--- src/rtl/l2dist_pkg.sv ---
package l2dist_pkg;
  localparam int unsigned L2_LANES  = 8;
  localparam int unsigned L2_ELEM_W = 8;
  localparam int unsigned L2_ACC_W  = 32;
endpackage

--- src/rtl/l2dist_lane.sv ---
module l2dist_lane #(
  parameter int unsigned ELEM_W = 8
) (
  input  logic [ELEM_W-1:0]   a_i,
  input  logic [ELEM_W-1:0]   b_i,
  output logic [2*ELEM_W-1:0] sq_o
);
  localparam int unsigned SQ_W = 2 * ELEM_W;

  logic [ELEM_W:0]   diff;
  logic [ELEM_W:0]   diff_neg;
  logic [ELEM_W-1:0] mag;
  logic [SQ_W-1:0]   mag_w;

  always_comb begin
    diff     = {1'b0, a_i} - {1'b0, b_i};
    diff_neg = -diff;
    mag      = diff[ELEM_W] ? diff_neg[ELEM_W-1:0] : diff[ELEM_W-1:0];
    mag_w    = {{ELEM_W{1'b0}}, mag};
    sq_o     = mag_w * mag_w;
  end
endmodule

--- src/rtl/l2dist_reduce.sv ---
module l2dist_reduce #(
  parameter int unsigned LANES = 8,
  parameter int unsigned SQ_W  = 16,
  parameter int unsigned ACC_W = 32
) (
  input  logic                  clk,
  input  logic                  rst_n,
  input  logic                  valid_i,
  input  logic                  clr_i,
  input  logic [LANES*SQ_W-1:0] sq_i,
  output logic                  valid_o,
  output logic [ACC_W-1:0]      acc_o
);
  localparam int unsigned SUM_W = SQ_W + $clog2(LANES);
  localparam int unsigned NODES = 2 * LANES - 1;
  localparam int unsigned PAD_W = ACC_W + 1 - SUM_W;

  logic [SUM_W-1:0] node [NODES];

  genvar gi;
  generate
    for (gi = 0; gi < LANES; gi++) begin : g_leaf
      assign node[LANES-1+gi] = {{(SUM_W-SQ_W){1'b0}}, sq_i[gi*SQ_W +: SQ_W]};
    end
    for (gi = 0; gi < LANES - 1; gi++) begin : g_node
      assign node[gi] = node[2*gi+1] + node[2*gi+2];
    end
  endgenerate

  logic [ACC_W:0]   sum_ext;
  logic [ACC_W-1:0] acc_d;
  logic [ACC_W-1:0] acc_q;
  logic             acc_en;
  logic             vld_q;

  always_comb begin
    sum_ext = {1'b0, acc_q} + {{PAD_W{1'b0}}, node[0]};
    acc_en  = valid_i | clr_i;
    acc_d   = acc_q;
    if (clr_i) begin
      acc_d = valid_i ? {{(PAD_W-1){1'b0}}, node[0]} : '0;
    end else if (valid_i) begin
      acc_d = sum_ext[ACC_W] ? {ACC_W{1'b1}} : sum_ext[ACC_W-1:0];
    end
  end

  always_ff @(posedge clk or negedge rst_n) begin
    if (!rst_n) begin
      acc_q <= '0;
    end else if (acc_en) begin
      acc_q <= acc_d;
    end
  end

  always_ff @(posedge clk or negedge rst_n) begin
    if (!rst_n) vld_q <= 1'b0;
    else        vld_q <= valid_i;
  end

  assign acc_o   = acc_q;
  assign valid_o = vld_q;

  assert_hold_R9: assert property (@(posedge clk) disable iff (!rst_n)
    (!valid_i && !clr_i) |=> $stable(acc_q));
  assert_no_overflow_R8: assert property (@(posedge clk) disable iff (!rst_n)
    (valid_i && !clr_i) |=> (acc_q >= $past(acc_q)));
  assert_clear_zero_R7: assert property (@(posedge clk) disable iff (!rst_n)
    (clr_i && !valid_i) |=> (acc_q == '0));
endmodule

--- src/rtl/l2dist_unit.sv ---
module l2dist_unit
  import l2dist_pkg::*;
#(
  parameter int unsigned LANES  = L2_LANES,
  parameter int unsigned ELEM_W = L2_ELEM_W,
  parameter int unsigned ACC_W  = L2_ACC_W
) (
  input  logic                    clk,
  input  logic                    rst_n,
  input  logic                    clear_i,
  input  logic                    op_valid_i,
  input  logic [LANES*ELEM_W-1:0] op_a_i,
  input  logic [LANES*ELEM_W-1:0] op_b_i,
  output logic                    res_valid_o,
  output logic [ACC_W-1:0]        result_o
);
  localparam int unsigned SQ_W   = 2 * ELEM_W;
  localparam int unsigned SQV_W  = LANES * SQ_W;

  logic rst_meta, rst_sync_n;
  always_ff @(posedge clk or negedge rst_n) begin
    if (!rst_n) begin
      rst_meta   <= 1'b0;
      rst_sync_n <= 1'b0;
    end else begin
      rst_meta   <= 1'b1;
      rst_sync_n <= rst_meta;
    end
  end

  logic [SQV_W-1:0] sq_d;

  genvar gl;
  generate
    for (gl = 0; gl < LANES; gl++) begin : g_lane
      l2dist_lane #(.ELEM_W(ELEM_W)) u_lane (
        .a_i  (op_a_i[gl*ELEM_W +: ELEM_W]),
        .b_i  (op_b_i[gl*ELEM_W +: ELEM_W]),
        .sq_o (sq_d[gl*SQ_W +: SQ_W])
      );
    end
  endgenerate

  logic [SQV_W-1:0] sq_q;
  logic             s1_vld_q, s1_clr_q;
  logic             sq_en;

  always_comb sq_en = op_valid_i;

  always_ff @(posedge clk or negedge rst_sync_n) begin
    if (!rst_sync_n) begin
      sq_q <= '0;
    end else if (sq_en) begin
      sq_q <= sq_d;
    end
  end

  always_ff @(posedge clk or negedge rst_sync_n) begin
    if (!rst_sync_n) begin
      s1_vld_q <= 1'b0;
      s1_clr_q <= 1'b0;
    end else begin
      s1_vld_q <= op_valid_i;
      s1_clr_q <= clear_i;
    end
  end

  l2dist_reduce #(.LANES(LANES), .SQ_W(SQ_W), .ACC_W(ACC_W)) u_reduce (
    .clk     (clk),
    .rst_n   (rst_sync_n),
    .valid_i (s1_vld_q),
    .clr_i   (s1_clr_q),
    .sq_i    (sq_q),
    .valid_o (res_valid_o),
    .acc_o   (result_o)
  );

  assert_valid_latency_R3: assert property (@(posedge clk) disable iff (!rst_sync_n)
    op_valid_i |-> ##2 res_valid_o);
  assert_no_spurious_valid_R3: assert property (@(posedge clk) disable iff (!rst_sync_n)
    !op_valid_i |-> ##2 !res_valid_o);
endmodule

--- config.mk ---
export PLATFORM = sky130hd
export DESIGN_NAME = l2dist_unit
export DESIGN_NICKNAME = d
export VERILOG_FILES = /design/src/rtl/l2dist_pkg.sv /design/src/rtl/l2dist_lane.sv /design/src/rtl/l2dist_reduce.sv /design/src/rtl/l2dist_unit.sv
export SDC_FILE = /design/constraint.sdc
export NUM_CORES = 1
export LEC_CHECK = 0
export BUFFER_PORTS_ARGS = -buffer_cell sky130_fd_sc_hd__buf_2
export CORE_ASPECT_RATIO = 1.25
export CORE_MARGIN = 8
export CORE_UTILIZATION = 65
export CTS_BUF_LIST = sky130_fd_sc_hd__clkbuf_8
export DETAILED_ROUTE_END_ITERATION = 6
export GPL_TIMING_DRIVEN = 0
export PLACE_DENSITY = 0.84
export SLEW_MARGIN = 20
export SYNTH_ARGS = -nofsm -noshare
export SYNTH_HDL_FRONTEND = slang
export SYNTH_SLANG_ARGS = --single-unit
--- constraint.sdc ---
create_clock -name clk -period 7.2 [get_ports clk]
set_input_delay 1.44 -clock clk [delete_from_list [all_inputs] [get_ports clk]]
set_output_delay 1.44 -clock clk [all_outputs]
set_load 0.02 [all_outputs]
==> results_dict.tcl, run 1 <==
set metrics [dict create \
    status "finished, violations left" \
    violations "setup timing" \
    antenna_found_initial 0 \
    final_nets 4172 \
    ys_warn_count 0 \
    drc 0 \
    via_per_inst 5.949 \
    hold_class "register to async pin" \
    synth_seq_area_share_pct 14.54 \
    reg2regPathDepth 26 \
    netlist.area_leader.share_pct 22.82 \
    crit_buf_inv 6 \
    drtIter0Drc 1421 \
    insertion_delay_ns 0.48 \
    cap_violations 0 \
    numCtsBuffers 17 \
    n_antenna_cell 0 \
    gp_congestion 0.9390 \
    setup_viol 3 \
    reg2reg_from "sq_q[34]$_DFFE_PN0P_" \
    yosysMostFrequentCell "inv_1" \
    grtUsageTotal_pct 27.40 \
    cts_tree "built" \
    hold_viol_final 0 \
    routed-via-count 23545 \
    synthDistinctLibCells 91 \
    root_buffer "clkbuf_8" \
    core-area_um2 41020 \
    synthTopCellsByArea "fa_1 23%, ha_1 16%, dfrtp_1 15%, inv_1 9.1%, xnor2_1 4.6%" \
    clkTransAtPathRegs_ns 0.11 \
    gr-total-overflow 0 \
    avgSynthCellArea_um2 8.789 \
    max_freq_mhz 134.8 \
    grt_pass1_wl_um 109400 \
    drive_gt1_share_pct 21.55 \
    io_buffers 164 \
    worst_clock_skew_ns 0.02752 \
    area_delta_synth_final_pct 17.81 \
    holdWs_ns 0.1962 \
    critical_path.max_stage_delay_ns 0.48 \
    crit_path_max_fanout 4 \
    ant_nets 0 \
    ys_top_cells_by_count "653 x inv_1, 339 x ha_1, 308 x fa_1" \
    dp_cells 3801 \
    fin_tns_setup_ns -0.2926 \
    start_util_pct 65.88 \
    worst_pin_slew_ns 0.9755 \
    postLayoutCoreUtil_pct 77.61 \
    netlist_instances 3075 \
    crit_type "primary input to register" \
    synth_async_sr_flop_share_pct 100.0 \
    worstPathArrival_ns 7.79 \
    wirelength_um 75330 \
    grt_max_degree 55 \
    endpoint_kind "register" \
    hpwlAfterDp_um 54120 \
    htreeDepth 4 \
    rows 83 \
    slew_viol_final 0 \
    wl_per_cell_um 19.03 \
    fillers 2535 \
    relSlewSlack_pct 34.97 \
    cts_sinks 157 \
    crit_required_ns 7.57 \
    worstSetupStartpointType "primary input" \
    layout_setup_ws_ns -0.2175 \
    synth_edf_count 0 \
    cts_hold_buf 0 \
    die_h_um 244.0 \
    dieWidth_um 198.4 \
    ys_seq_elements 157 \
    synth_area_leader_cell "fa_1" \
    io_pins 165 \
    syn-cell-area_um2 27020 \
    rr_endpoint "u_reduce.acc_o[9]$_DFFE_PN0P_" \
    slowest_stage "fa_1" \
    ys.flop_type "dfrtp_1" \
    cp_top_family "compound AO/OA/AOI/OAI gates" \
    die-area_um2 48400 \
    rsz0062_at_grt "true" \
    finalCriticalPeriod_ns 7.418 \
    first_pass_iters 6 \
    fin_crit_sh_pct 103.0 \
    stdcell_count 3958 \
    cts_buffer_depth 2 \
    grt_pass1_vias 24002 \
    reg2reg_slack_ns 0.31 \
]
==> logic make-up (layout without fill, tap and decap cells) <==
| family | count (synthesis) | in the layout | synth area share [%] |
|---|---|---|---|
| multiplexers | 52 | 52 | 2.097 |
| flip-flops | 157 | 157 | 14.54 |
| adder cells (fa/ha/maj) | 647 | 647 | 38.51 |
| XOR/XNOR | 221 | 223 | 7.815 |
| AO/OA/AOI/OAI | 521 | 523 | 13.41 |
| other | 2 | 9 | 0.02779 |
| buffers and inverters | 712 | 1032 | 9.912 |
| AND/OR/NAND/NOR | 763 | 763 | 13.69 |
==> worst register-to-register path: cells and delay by family, from the launching register on <==
kind,cells,cell delay (ns)
adders and majority gates,7,3.11
AOI/OAI and AO/OA,11,2.41
buffers and inverters,6,0.67
DFF,1,0.38
and+or+nand+nor,2,0.25
==> per-stage QoR <==
step / setup slack [ns] / cell area [um2]
floorplan: -0.02042 / 27220
global placement: -0.6492 / 28730
detailed placement: -0.8171 / 28810
CTS: 0.00007638 / 29730
global route: -0.4897 / 31840
finish: -0.2175 / 31840
==> metal layers <==
metal	global-route usage (%)	vias to the layer above	routed length (um)
li1	-	10574	-
met1	29.85	11595	26230
met2	51.94	1019	40480
met3	3.078	357	3894
met4	12.93	0	4712
met5	0	-	0
==> worst max path at each step <==
| stage | slack, ns | startpoint | to | cells past startpoint |
|---|---|---|---|---|
| final | -0.22 | op_b_i[50] | sq_q[111]$_DFFE_PN0P_ | 27 |
| after global routing | -0.49 | op_a_i[48] | sq_q[111]$_DFFE_PN0P_ | 29 |
| after CTS | 0.00008 | op_a_i[56] | sq_q[127]$_DFFE_PN0P_ | 27 |
| after detailed placement | -0.82 | op_a_i[32] | sq_q[77]$_DFFE_PN0P_ | 26 |
| after global placement | -0.65 | op_a_i[8] | sq_q[31]$_DFFE_PN0P_ | 28 |
| after floorplan | -0.02 | op_a_i[8] | sq_q[31]$_DFFE_PN0P_ | 27 |
==> cell usage in the layout (no fill, tap or decap), types with 21 or more instances in the layout <==
master,synthesis,layout
inv_1,653,631
ha_1,339,315
fa_1,308,298
nor2_1,275,234
buf_2,5,163
dfrtp_1,157,156
buf_4,0,121
o21ai_0,132,116
xnor2_1,141,116
a21oi_1,128,111
nand2_1,112,111
nor3_1,97,78
nand3_1,51,50
or2_2,56,49
xor2_1,61,41
nand2b_1,45,41
clkbuf_1,41,36
mux2_2,37,36
a21o_1,30,30
nor2_2,1,29
o21bai_1,27,27
o21a_1,26,26
and3_1,24,24
xnor2_2,10,22
o22ai_1,22,22
inv_2,2,21
==> area by class of cell <==
class / count / area [um2] / area share, %
Timing Repair Buffer: 288 / 1853 / 5.820
Inverter: 655 / 2466 / 7.746
Clock buffer: 17 / 234.0 / 0.7349
Tap cell: 552 / 690.7 / 2.169
Clock inverter: 15 / 165.2 / 0.5188
Multi-Input combinational cell: 2217 / 22240 / 69.84
Buffer: 57 / 259.0 / 0.8135
Sequential cell: 157 / 3933 / 12.35
==> state kept, by name (all words and copies together) (netlist names) <==
register / count
rst_meta: 1
rst_sync_n: 1
s1_clr_q: 1
s1_vld_q: 1
sq_q: 120
u_reduce.acc_o: 32
u_reduce.valid_o: 1
==> timing repair <==
item | 4_1_cts | 5_1_grt
gates cloned | 0 | 4
endpoints found under the hold margin | 0 | 0
pin swaps | 26 | 138
gates resized for setup | 55 | 272
setup endpoints to repair | 44 | 68
setup buffers | 24 | 97
Power of run 1 is left out: the tool's default activity adds up to more than one toggle a clock period on the data nets, which glitch-free logic cannot reach.
==> run 2, diff against run 1 <==
- CORE_MARGIN: 8 -> not set
==> results_dict.tcl, run 2 (synthesis gave the netlist of run 1 again) <==
set metrics [dict create \
    root_buffer "clkbuf_8" \
    cts_buffer_depth 2 \
    insertion_delay_ns 0.51 \
    fin_crit_sh_pct 107.9 \
    rows 83 \
    crit_path_start "op_a_i[48]" \
    relSlewSlack_pct 31.27 \
    max_freq_mhz 128.8 \
    worst_clock_skew_ns 0.02713 \
    reg2reg_from "sq_q[51]$_DFFE_PN0P_" \
    crit_type "primary input to register" \
    gr-total-overflow 0 \
    worst_pin_slew_ns 1.031 \
    finalCriticalPeriod_ns 7.766 \
    postLayoutCoreUtil_pct 77.86 \
    worstPathArrival_ns 8.13 \
    cap_violations 0 \
    grt_pass1_vias 23843 \
    area_delta_synth_final_pct 18.18 \
    most-common-layout-cells "634 x inv_1, 315 x ha_1, 298 x fa_1" \
    hp-start "rst_meta$_DFF_PN0_" \
    final_nets 4171 \
    hold_viol_final 0 \
    crit_path_max_fanout 5 \
    grtUsageTotal_pct 32.22 \
    die_h_um 230.0 \
    n_antenna_cell 0 \
    rsz0062_at_grt "true" \
    dpl_worst_slack_ns -0.8266 \
    setup_viol 10 \
    drive_gt1_share_pct 22.30 \
    dieWidth_um 184.4 \
    wl_per_cell_um 19.48 \
    htreeDepth 4 \
    crit_required_ns 7.56 \
    via_per_inst 6.037 \
    violations "setup timing" \
    grt_max_degree 59 \
    routed-via-count 23881 \
    core-area_um2 41020 \
    io_pins 165 \
    layout_setup_ws_ns -0.5665 \
    stdcell_area_um2 31940 \
    gp_congestion 0.9529 \
    postPlaceCellArea_um2 28790 \
    start_util_pct 65.88 \
    cts_sinks 157 \
    die-area_um2 42400 \
    cts_hold_buf 0 \
    stdcell_count 3956 \
    dp_cells 3800 \
    drc 0 \
    final_common_cell "inv_1" \
    cts_tree "built" \
    drtIter0Drc 1575 \
    grt_pass1_wl_um 109700 \
    hpwlAfterDp_um 53210 \
    fillers 2425 \
    ant_nets 0 \
    io_buffers 164 \
    largest_reg_flops 120 \
    slew_viol_final 0 \
    largest-register "sq_q" \
    hold_class "register to register" \
    clkTransAtPathRegs_ns 0.11 \
    status "finished, violations left" \
    wirelength_um 77070 \
    antenna_found_initial 0 \
    endpoint_kind "register" \
    first_pass_iters 7 \
    worstSetupStartpointType "primary input" \
    numCtsBuffers 17 \
]
==> run 2: cell count changes in the layout (fill, tap and decap cells not counted), moves of 4 or more <==
| cell | delta |
|---|---|
| inv_8 | -6 |
| nor3_2 | +5 |
| nor3_1 | -4 |
| xnor2_2 | +5 |
| inv_6 | +6 |
| nor2_2 | +9 |
| o21ai_2 | +4 |
| nor2_1 | -10 |
==> run 2: cell type report <==
| cell class | count | area (um2) | share of cell area (%) |
|---|---|---|---|
| Tap cell | 552 | 690.7 | 2.163 |
| Clock buffer | 17 | 234.0 | 0.7326 |
| Inverter | 655 | 2464 | 7.714 |
| Clock inverter | 14 | 180.2 | 0.5641 |
| Sequential cell | 157 | 3933 | 12.31 |
| Timing Repair Buffer | 289 | 1849 | 5.790 |
| Buffer | 57 | 265.3 | 0.8305 |
| Multi-Input combinational cell | 2215 | 22320 | 69.89 |
==> run 2: timing repair <==
| action | in CTS | in global routing |
|---|---|---|
| buffers inserted | 34 | 90 |
| endpoints found under the setup margin | 56 | 67 |
| gates cloned | 0 | 2 |
| pin swaps | 28 | 137 |
| resized for setup | 60 | 294 |
==> run 2: routing by layer <==
metal / up-vias / global-route usage (%) / part of all wire [%]
li1: 10567 / - / -
met1: 11721 / 35.31 / 35
met2: 1159 / 60.31 / 52
met3: 434 / 3.674 / 5.8
met4: 0 / 16.56 / 7.6
met5: - / 0 / 0
==> run 2: path summary, 6_finish.rpt <==
path	end	slack (ns)	cells past startpoint
worst min register to register	rst_sync_n$_DFF_PN0_	0.37	0
max in group asynchronous	sq_q[39]$_DFFE_PN0P_	5.99	1
worst max-delay path	sq_q[111]$_DFFE_PN0P_	-0.57	28
worst max register to register	u_reduce.acc_o[18]$_DFFE_PN0P_	0.29	25
worst min-delay path	rst_sync_n$_DFF_PN0_	0.37	0
min in group asynchronous	sq_q[111]$_DFFE_PN0P_	0.43	0
==> run 2: critical path, stage by stage <==
cell and delay, ns:
buf_6 0.10, inv_4 0.05, ha_4 0.12, inv_2 0.04, fa_2 0.41, a211oi_4 0.33, nor2_4 0.08, xor2_4 0.35
nor3_1 0.11, a21oi_1 0.41, xor2_2 0.33, nand2b_1 0.23, fa_1 0.48, fa_1 0.59, inv_2 0.05, fa_1 0.56
inv_2 0.06, fa_1 0.56, inv_2 0.06, ha_4 0.18, nor3_2 0.10, o21ai_1 0.11, a31oi_1 0.32, nor2b_1 0.10
o21a_1 0.26, o41ai_2 0.41, o21a_1 0.19, o31ai_1 0.07
==> run 2: through the flow <==
step                      setup TNS (ns)  hold WS [ns]
after floorplan                 -0.02042        0.3312
after global placement            -14.30        0.3386
after detailed placement          -27.95        0.3411
after CTS                              0        0.3639
after global routing              -5.467        0.3875
final                             -1.337        0.3655
Power of run 2 is left out for the same reason.
==> run 3, diff against run 2 <==
- CELL_PAD_IN_SITES_DETAIL_PLACEMENT: not set -> 1
- CELL_PAD_IN_SITES_GLOBAL_PLACEMENT: not set -> 2
- CORE_UTILIZATION: 65 -> 37
- PLACE_DENSITY: 0.84 -> not set
- PLACE_DENSITY_LB_ADDON: not set -> 0.1
- clock period: 7.2 -> 6.6 ns (I/O delays scaled with it)
==> results_dict.tcl, run 3 (synthesis gave the netlist of run 1 again) <==
set metrics [dict create \
    ant_nets 0 \
    slowest_stage "fa_1" \
    use_met2_pct 43.70 \
    most-common-layout-cells "591 x inv_1, 290 x fa_1, 283 x ha_1" \
    io_buffers 164 \
    core-area_um2 72120 \
    die_h_um 304.2 \
    reg2regPathDepth 28 \
    drc 0 \
    largest-register "sq_q" \
    drive_gt1_share_pct 30.56 \
    worst_clock_skew_ns 0.02146 \
    worstPathArrival_ns 7.15 \
    largest_reg_flops 120 \
    rr_endpoint "u_reduce.acc_o[23]$_DFFE_PN0P_" \
    reg2reg_slack_ns 0.16 \
    clkTransAtPathRegs_ns 0.10 \
    critical_path.max_stage_delay_ns 0.54 \
    rows 110 \
    crit_path_start "op_a_i[48]" \
    start_util_pct 37.47 \
    setup_viol 12 \
    grt_max_degree 55 \
    violations "setup timing" \
    cts_buffer_depth 2 \
    endpoint_kind "register" \
    hold_class "register to async pin" \
    worstSetupStartpointType "primary input" \
    gr-total-overflow 0 \
    via_per_inst 5.011 \
    slew_viol_final 0 \
    grtUsageTotal_pct 21.71 \
    grt_pass1_wl_um 129700 \
    first_pass_iters 4 \
    status "finished, violations left" \
    dpl_worst_slack_ns -1.231 \
    antenna_found_initial 0 \
    fin_crit_sh_pct 103.0 \
    gp_congestion 0.8194 \
    hold_viol_final 0 \
    insertion_delay_ns 0.51 \
    grt_util_met1_pct 24.44 \
    cp_top_family "adder cells" \
    cap_violations 0 \
    wl_per_cell_um 17.91 \
    cts_sinks 157 \
    rsz0062_at_grt "true" \
    routed-via-count 22338 \
    worst_pin_slew_ns 1.071 \
    max_freq_mhz 147.1 \
    crit_required_ns 6.95 \
    wirelength_um 79830 \
    reg2reg_from "sq_q[34]$_DFFE_PN0P_" \
    root_buffer "clkbuf_8" \
    drtIter0Drc 621 \
    busiest_layer "met2" \
    use_met3_pct 1.596 \
    cts_hold_buf 0 \
    finalCriticalPeriod_ns 6.799 \
    htreeDepth 4 \
    die-area_um2 74130 \
    crit_buf_inv 7 \
    crit_type "primary input to register" \
    postLayoutCoreUtil_pct 48.51 \
    io_pins 165 \
    relSlewSlack_pct 28.61 \
    dieWidth_um 243.7 \
    area_delta_synth_final_pct 29.46 \
    crit_path_max_fanout 4 \
    hpwlAfterDp_um 64350 \
    numCtsBuffers 17 \
    grt_pass1_vias 25360 \
    final_common_cell "inv_1" \
    cts_tree "built" \
    final_nets 4272 \
    cp_common_cell "fa_1" \
    fillers 8216 \
    layout_setup_ws_ns -0.1990 \
]
## run 3: cell count changes in the layout (fill, tap and decap cells not counted), moves of 15 or more
cell / change
nor2_4: +23
ha_4: +33
buf_6: +15
a21oi_1: -16
ha_1: -32
xnor2_1: -17
inv_1: -43
inv_2: +37
nor2_1: -23
buf_4: +85
## run 3: timing repair
item / in CTS / in global routing
endpoints found under the hold margin: 0 / 0
gates resized for setup: 295 / 237
setup endpoints to repair: 79 / 79
pin swaps: 216 / 132
cloned: 3 / 0
buffers inserted: 153 / 72
## run 3: metrics by stage
step,area [um2],instances,hold WS [ns],setup TNS (ns)
5_1_grt,34980,4457,0.2877,-8.166
4_1_cts,33340,4388,0.2762,-0.5370
3_5_place_dp,30220,4201,0.2828,-77.83
6_report,34990,4458,0.2468,-1.189
2_1_floorplan,28130,3082,0.3312,-2.921
3_3_place_gp,30150,4198,0.3386,-111.42
## run 3: how the worst max path moves through the flow
stage                            endpoint  cells past startpoint
floorplan            sq_q[63]$_DFFE_PN0P_                     30
global placement     sq_q[30]$_DFFE_PN0P_                     25
detailed placement   sq_q[30]$_DFFE_PN0P_                     25
CTS                  sq_q[63]$_DFFE_PN0P_                     30
global route        sq_q[111]$_DFFE_PN0P_                     29
finish              sq_q[111]$_DFFE_PN0P_                     29
## run 3: per-layer routing
layer,vias up,part of all wire (%)
met2,207,57
met5,-,0
met4,0,1.8
li1,10747,-
met3,69,1.5
met1,11315,40
## run 3: worst register-to-register path: cells and delay by family (launching register included)
family	cells	cell delay (ns)
buf+inv	9	0.98
flops	1	0.38
simple gates	1	0.21
compound gates	11	1.80
fa+ha+maj	7	2.93
## run 3: area by class of cell
class / count / area (um2) / area share, %
Sequential cell: 157 / 3933 / 11.24
Inverter: 655 / 2554 / 7.299
Buffer: 57 / 285.3 / 0.8154
Multi-Input combinational cell: 2214 / 23910 / 68.35
Timing Repair Buffer: 391 / 2760 / 7.889
Clock buffer: 17 / 234.0 / 0.6687
Tap cell: 952 / 1191 / 3.404
Antenna cell: 1 / 2.502 / 0.007152
Clock inverter: 14 / 113.9 / 0.3254
Power of run 3 is left out for the same reason.
